--- src/rtl/bce_pkg.sv ---
package bce_pkg;

  localparam int unsigned SEL_W = 3;

  typedef enum logic [SEL_W-1:0] {
    C_EQ   = 3'd0,
    C_NE   = 3'd1,
    C_SLT  = 3'd2,
    C_SGE  = 3'd3,
    C_ULT  = 3'd4,
    C_UGE  = 3'd5,
    C_RSV6 = 3'd6,
    C_RSV7 = 3'd7
  } cond_e;

  typedef struct packed {
    logic eq;
    logic slt;
    logic ult;
  } cmp_flags_t;

endpackage

--- src/rtl/bce_unpack.sv ---
module bce_unpack #(
  parameter int unsigned OPD_W = 4,
  localparam int unsigned BUS_W = 2 * OPD_W
) (
  input  logic [BUS_W-1:0] bus,
  output logic [OPD_W-1:0] opd_a,
  output logic [OPD_W-1:0] opd_b
);

  localparam int unsigned B_LO = 0;
  localparam int unsigned A_LO = OPD_W;

  // A occupies the upper half of the bus, B the lower half
  assign opd_a = bus[A_LO +: OPD_W];
  assign opd_b = bus[B_LO +: OPD_W];

endmodule

--- src/rtl/bce_compare.sv ---
module bce_compare
  import bce_pkg::*;
#(
  parameter int unsigned OPD_W = 4
) (
  input  logic [OPD_W-1:0] opd_a,
  input  logic [OPD_W-1:0] opd_b,
  output cmp_flags_t       flags
);

  localparam int unsigned MSB = OPD_W - 1;

  function automatic logic f_same(input logic [OPD_W-1:0] x, input logic [OPD_W-1:0] y);
    return x == y;
  endfunction

  function automatic logic f_less_signed(input logic [OPD_W-1:0] x, input logic [OPD_W-1:0] y);
    return $signed(x) < $signed(y);
  endfunction

  function automatic logic f_less_mag(input logic [OPD_W-1:0] x, input logic [OPD_W-1:0] y);
    return x < y;
  endfunction

  logic eq_w, slt_w, ult_w, signs_split;

  assign eq_w        = f_same(opd_a, opd_b);
  assign slt_w       = f_less_signed(opd_a, opd_b);
  assign ult_w       = f_less_mag(opd_a, opd_b);
  assign signs_split = opd_a[MSB] ^ opd_b[MSB];

  assign flags = '{eq: eq_w, slt: slt_w, ult: ult_w};

  always_comb begin
    AST_EQ_NOT_LESS: assert (!eq_w || (!slt_w && !ult_w));
    AST_SIGN_SPLIT_FLIPS: assert (!signs_split || (slt_w != ult_w));
    AST_SAME_SIGN_AGREE: assert (signs_split || (slt_w == ult_w));
  end

endmodule

--- src/rtl/bce_select.sv ---
module bce_select
  import bce_pkg::*;
(
  input  cond_e      sel,
  input  cmp_flags_t flags,
  output logic       taken
);

  logic is_reserved;
  assign is_reserved = (sel == C_RSV6) || (sel == C_RSV7);

  always_comb begin
    case (sel)
      C_EQ:    taken = flags.eq;
      C_NE:    taken = !flags.eq;
      C_SLT:   taken = flags.slt;
      C_SGE:   taken = !flags.slt;
      C_ULT:   taken = flags.ult;
      C_UGE:   taken = !flags.ult;
      default: taken = 1'b0;
    endcase
  end

  always_comb begin
    AST_RESERVED_QUIET: assert (!is_reserved || !taken);
    AST_EQ_VS_LESS: assert (!((sel == C_SLT || sel == C_ULT) && flags.eq) || !taken);
    AST_GE_WHEN_EQUAL: assert (!((sel == C_SGE || sel == C_UGE) && flags.eq) || taken);
  end

endmodule

--- src/rtl/branch_cond_eval.sv ---
module branch_cond_eval
  import bce_pkg::*;
#(
  parameter int unsigned OPD_W = 4,
  localparam int unsigned BUS_W = 2 * OPD_W
) (
  input  logic [BUS_W-1:0] pin_in,
  input  logic [SEL_W-1:0] pio_in,
  output logic [BUS_W-1:0] pin_out,
  output logic [BUS_W-1:0] pio_out,
  output logic [BUS_W-1:0] pio_oe
);

  logic [OPD_W-1:0] opd_a, opd_b;
  cmp_flags_t       flags;
  logic             taken;

  bce_unpack #(.OPD_W(OPD_W)) u_unpack (
    .bus   (pin_in),
    .opd_a (opd_a),
    .opd_b (opd_b)
  );

  bce_compare #(.OPD_W(OPD_W)) u_compare (
    .opd_a (opd_a),
    .opd_b (opd_b),
    .flags (flags)
  );

  bce_select u_select (
    .sel   (cond_e'(pio_in)),
    .flags (flags),
    .taken (taken)
  );

  // only bit 0 carries data; the bidirectional group stays in input mode
  assign pin_out = {{(BUS_W-1){1'b0}}, taken};
  assign pio_out = '0;
  assign pio_oe  = '0;

  always_comb begin
    AST_UPPER_PINS_LOW: assert (pin_out[BUS_W-1:1] == '0 && pio_oe == '0 && pio_out == '0);
    AST_TAKEN_ON_BIT0: assert (pin_out[0] == taken);
  end

endmodule

--- config.mk ---
export PLATFORM = sky130hd
export DESIGN_NAME = branch_cond_eval
export DESIGN_NICKNAME = d
export VERILOG_FILES = /design/src/rtl/bce_pkg.sv /design/src/rtl/bce_unpack.sv /design/src/rtl/bce_compare.sv /design/src/rtl/bce_select.sv /design/src/rtl/branch_cond_eval.sv
export SDC_FILE = /design/constraint.sdc
export NUM_CORES = 1
export LEC_CHECK = 0
export BUFFER_PORTS_ARGS = -buffer_cell sky130_fd_sc_hd__buf_2
export CAP_MARGIN = 40
export CORE_AREA = 2 2 39 41
export DETAILED_ROUTE_END_ITERATION = 6
export DIE_AREA = 0 0 41 43
export PLACE_DENSITY = 0.66
export SLEW_MARGIN = 5
export SYNTH_ARGS = -nofsm -noshare
export SYNTH_HDL_FRONTEND = slang
export SYNTH_SLANG_ARGS = --single-unit
--- constraint.sdc ---
create_clock -name vclk -period 2
set_input_delay 0.4 -clock vclk [all_inputs]
set_output_delay 0.4 -clock vclk [all_outputs]
set_load 0.01 [all_outputs]
==> impl_metrics.toml <==
[outcome]
status = "complete, but fails checks"
violations = "negative setup slack"

[synth]
synth_xor_area_share_pct = 4.73
syn_area_um2 = 370
avgSynthCellArea_um2 = 7.26
synth-compound-area-share_pct = 9.80
yosys.area_share.adder_pct = 13.5
synth_top_family_by_area = "buffers and inverters"
yosysSeqAreaShare_pct = 0
ys_types = 18
synth.area.mux_share_pct = 0
synthCells = 51
synth-simple-area-share_pct = 18.2
yosys_warnings = 0

[final_layout]
clock_buffers = 0
drive_above_1_share_pct = 33.9
regArea_um2 = 0
layout_commonest_cell = "conb_1"
diodes = 0
n_fill_cell = 165
syn_to_final_growth_pct = 13.2
nets = 79
final_cell_mix = "conb_1 (23), buf_2 (9), a21oi_1 (3), ha_4 (3), buf_6 (3)"
seq_cells = 0

[place]
port_buffers = 12
globalplace.congestion = 0.576
dp_hpwl_um = 489

[drt]
drt_iter0_drc = 5
vias_per_cell = 3.63
drc = 0
ant_nets = 0
wire_per_inst_um = 6.41
vias = 283
finalWirelength_um = 500
drtPass1Iterations = 4

[worst_setup_path]
crit_arrival_ps = 1680
crit_type = "input port to output port"
cp.required_ps = 1600
cp-end-kind = "output port"
crit_fanout = 2
crit_path_start = "pin_in[7]"
startpoint_type = "input port"

[global_routing]
grt_pass1_vias = 184
grt_start_max_net_pins = 5
overflow = 0
grt_pass1_wl_um = 648
antenna_found_initial = 0
track_usage_pct = 4.80

[power]
ir_worst_vdd_uv = 68.6
p_leak_nw = 0.219
powerDensity_nw_per_um2 = 215
p_switching_uw = 50.5
combPwrFrac_pct = 100.0
p_clk_share_pct = 0
power.total_uw = 90.1
pwr-share-seq_pct = 0
cellInternalPower_uw = 39.6
switching_share_pct = 56.0

[sta]
hold_slack_ps = 1170
finalSetupViolCount = 1
final.min_clock_period_ps = 2080
grt_setup_unrepaired = "true"
min_period_over_period_pct = 104
hold_viol = 0
slew_viol_final = 0
fmax_mhz = 481
fin_ws_ps = -78.3

[hold_path]
worstHoldStart = "pio_in[1]"
hp-class = "input port to output port"

[floorplan]
start_util_pct = 26.8
fp.dieH_um = 43
die_area_um2 = 1760
ios = 35
rows = 14
die_w_um = 41
core_area_um2 = 1380

[clock_network]
hold_buffers = 0
post_cts_buffers = 0

[run]
maxCapViolations = 0
-- repair_timing --
item,CTS,global route
gates resized for setup,5,4
endpoints found under the setup margin,1,1
pin swaps,3,2
-- worst max-delay path: stages --
cell	delay [ps]
buf_2	110
ha_4	260
nand4_1	100
xor2_1	160
or3_1	290
and3b_1	170
o21ai_2	50
buf_2	130
-- kinds of logic after synthesis --
group                    after synthesis
AO/OA/AOI/OAI                          6
XOR/XNOR                               2
buffers and inverters                 28
other                                  1
AND/OR/NAND/NOR                       10
adder cells (fa/ha/maj)                4
-- cells in the mapped netlist --
master / instances / area, µm²
a21oi_1: 3 / 15.0
and2b_2: 1 / 8.76
and3b_1: 1 / 8.76
buf_4: 24 / 180
conb_1: 1 / 3.75
ha_1: 4 / 50.1
inv_1: 4 / 15.0
nand2b_1: 1 / 6.26
nand3b_1: 1 / 7.51
nand4_1: 2 / 12.5
nor2_1: 1 / 3.75
nor2b_1: 1 / 6.26
nor3b_1: 1 / 7.51
o211ai_1: 1 / 7.51
o21ai_0: 1 / 5.00
o21ai_2: 1 / 8.76
or3_1: 1 / 6.26
xor2_1: 2 / 17.5
-- path summary, 6_finish.rpt --
| kind | slack (ps) | cells after the start | end |
|---|---|---|---|
| setup / recovery | -80 | 8 | pin_out[0] |
| hold / removal | 1170 | 4 | pin_out[0] |
-- final cells by class --
| type | instances | area [µm²] | area share [%] |
|---|---|---|---|
| well taps | 16 | 20.0 | 4.78 |
| multi-input cells | 45 | 295 | 70.4 |
| inverters | 4 | 17.5 | 4.18 |
| repair buffers | 13 | 86.3 | 20.6 |
-- power by group through the flow --
stage	logic, mW	registers [mW]	clock network [mW]
floorplan	0.0931	0	0
global placement	0.0774	0	0
detailed placement	0.0798	0	0
CTS	0.0862	0	0
global route	0.102	0	0
finish	0.0901	0	0
-- per-stage QoR --
stage | instances | setup TNS, ps | utilization [%] | setup slack, ps | cell area (µm²)
final | 78 | -78.3 | 30.3 | -78.3 | 419
after CTS | 78 | -88.5 | 28.8 | -88.5 | 398
after detailed placement | 78 | -132 | 26.9 | -132 | 373
after global placement | 78 | -116 | 26.9 | -116 | 373
after global routing | 78 | -157 | 30.3 | -157 | 419
after floorplan | 73 | 0 | - | 15.7 | 465
-- routing by layer --
metal / vias up / share of wire (%) / track usage [%]
met5: - / 0 / 0
li1: 143 / - / -
met2: 16 / 52 / 9.69
met4: 0 / 0 / 0
met1: 124 / 35 / 5.38
met3: 0 / 13 / 0
Power figures use the tool's default switching activity.
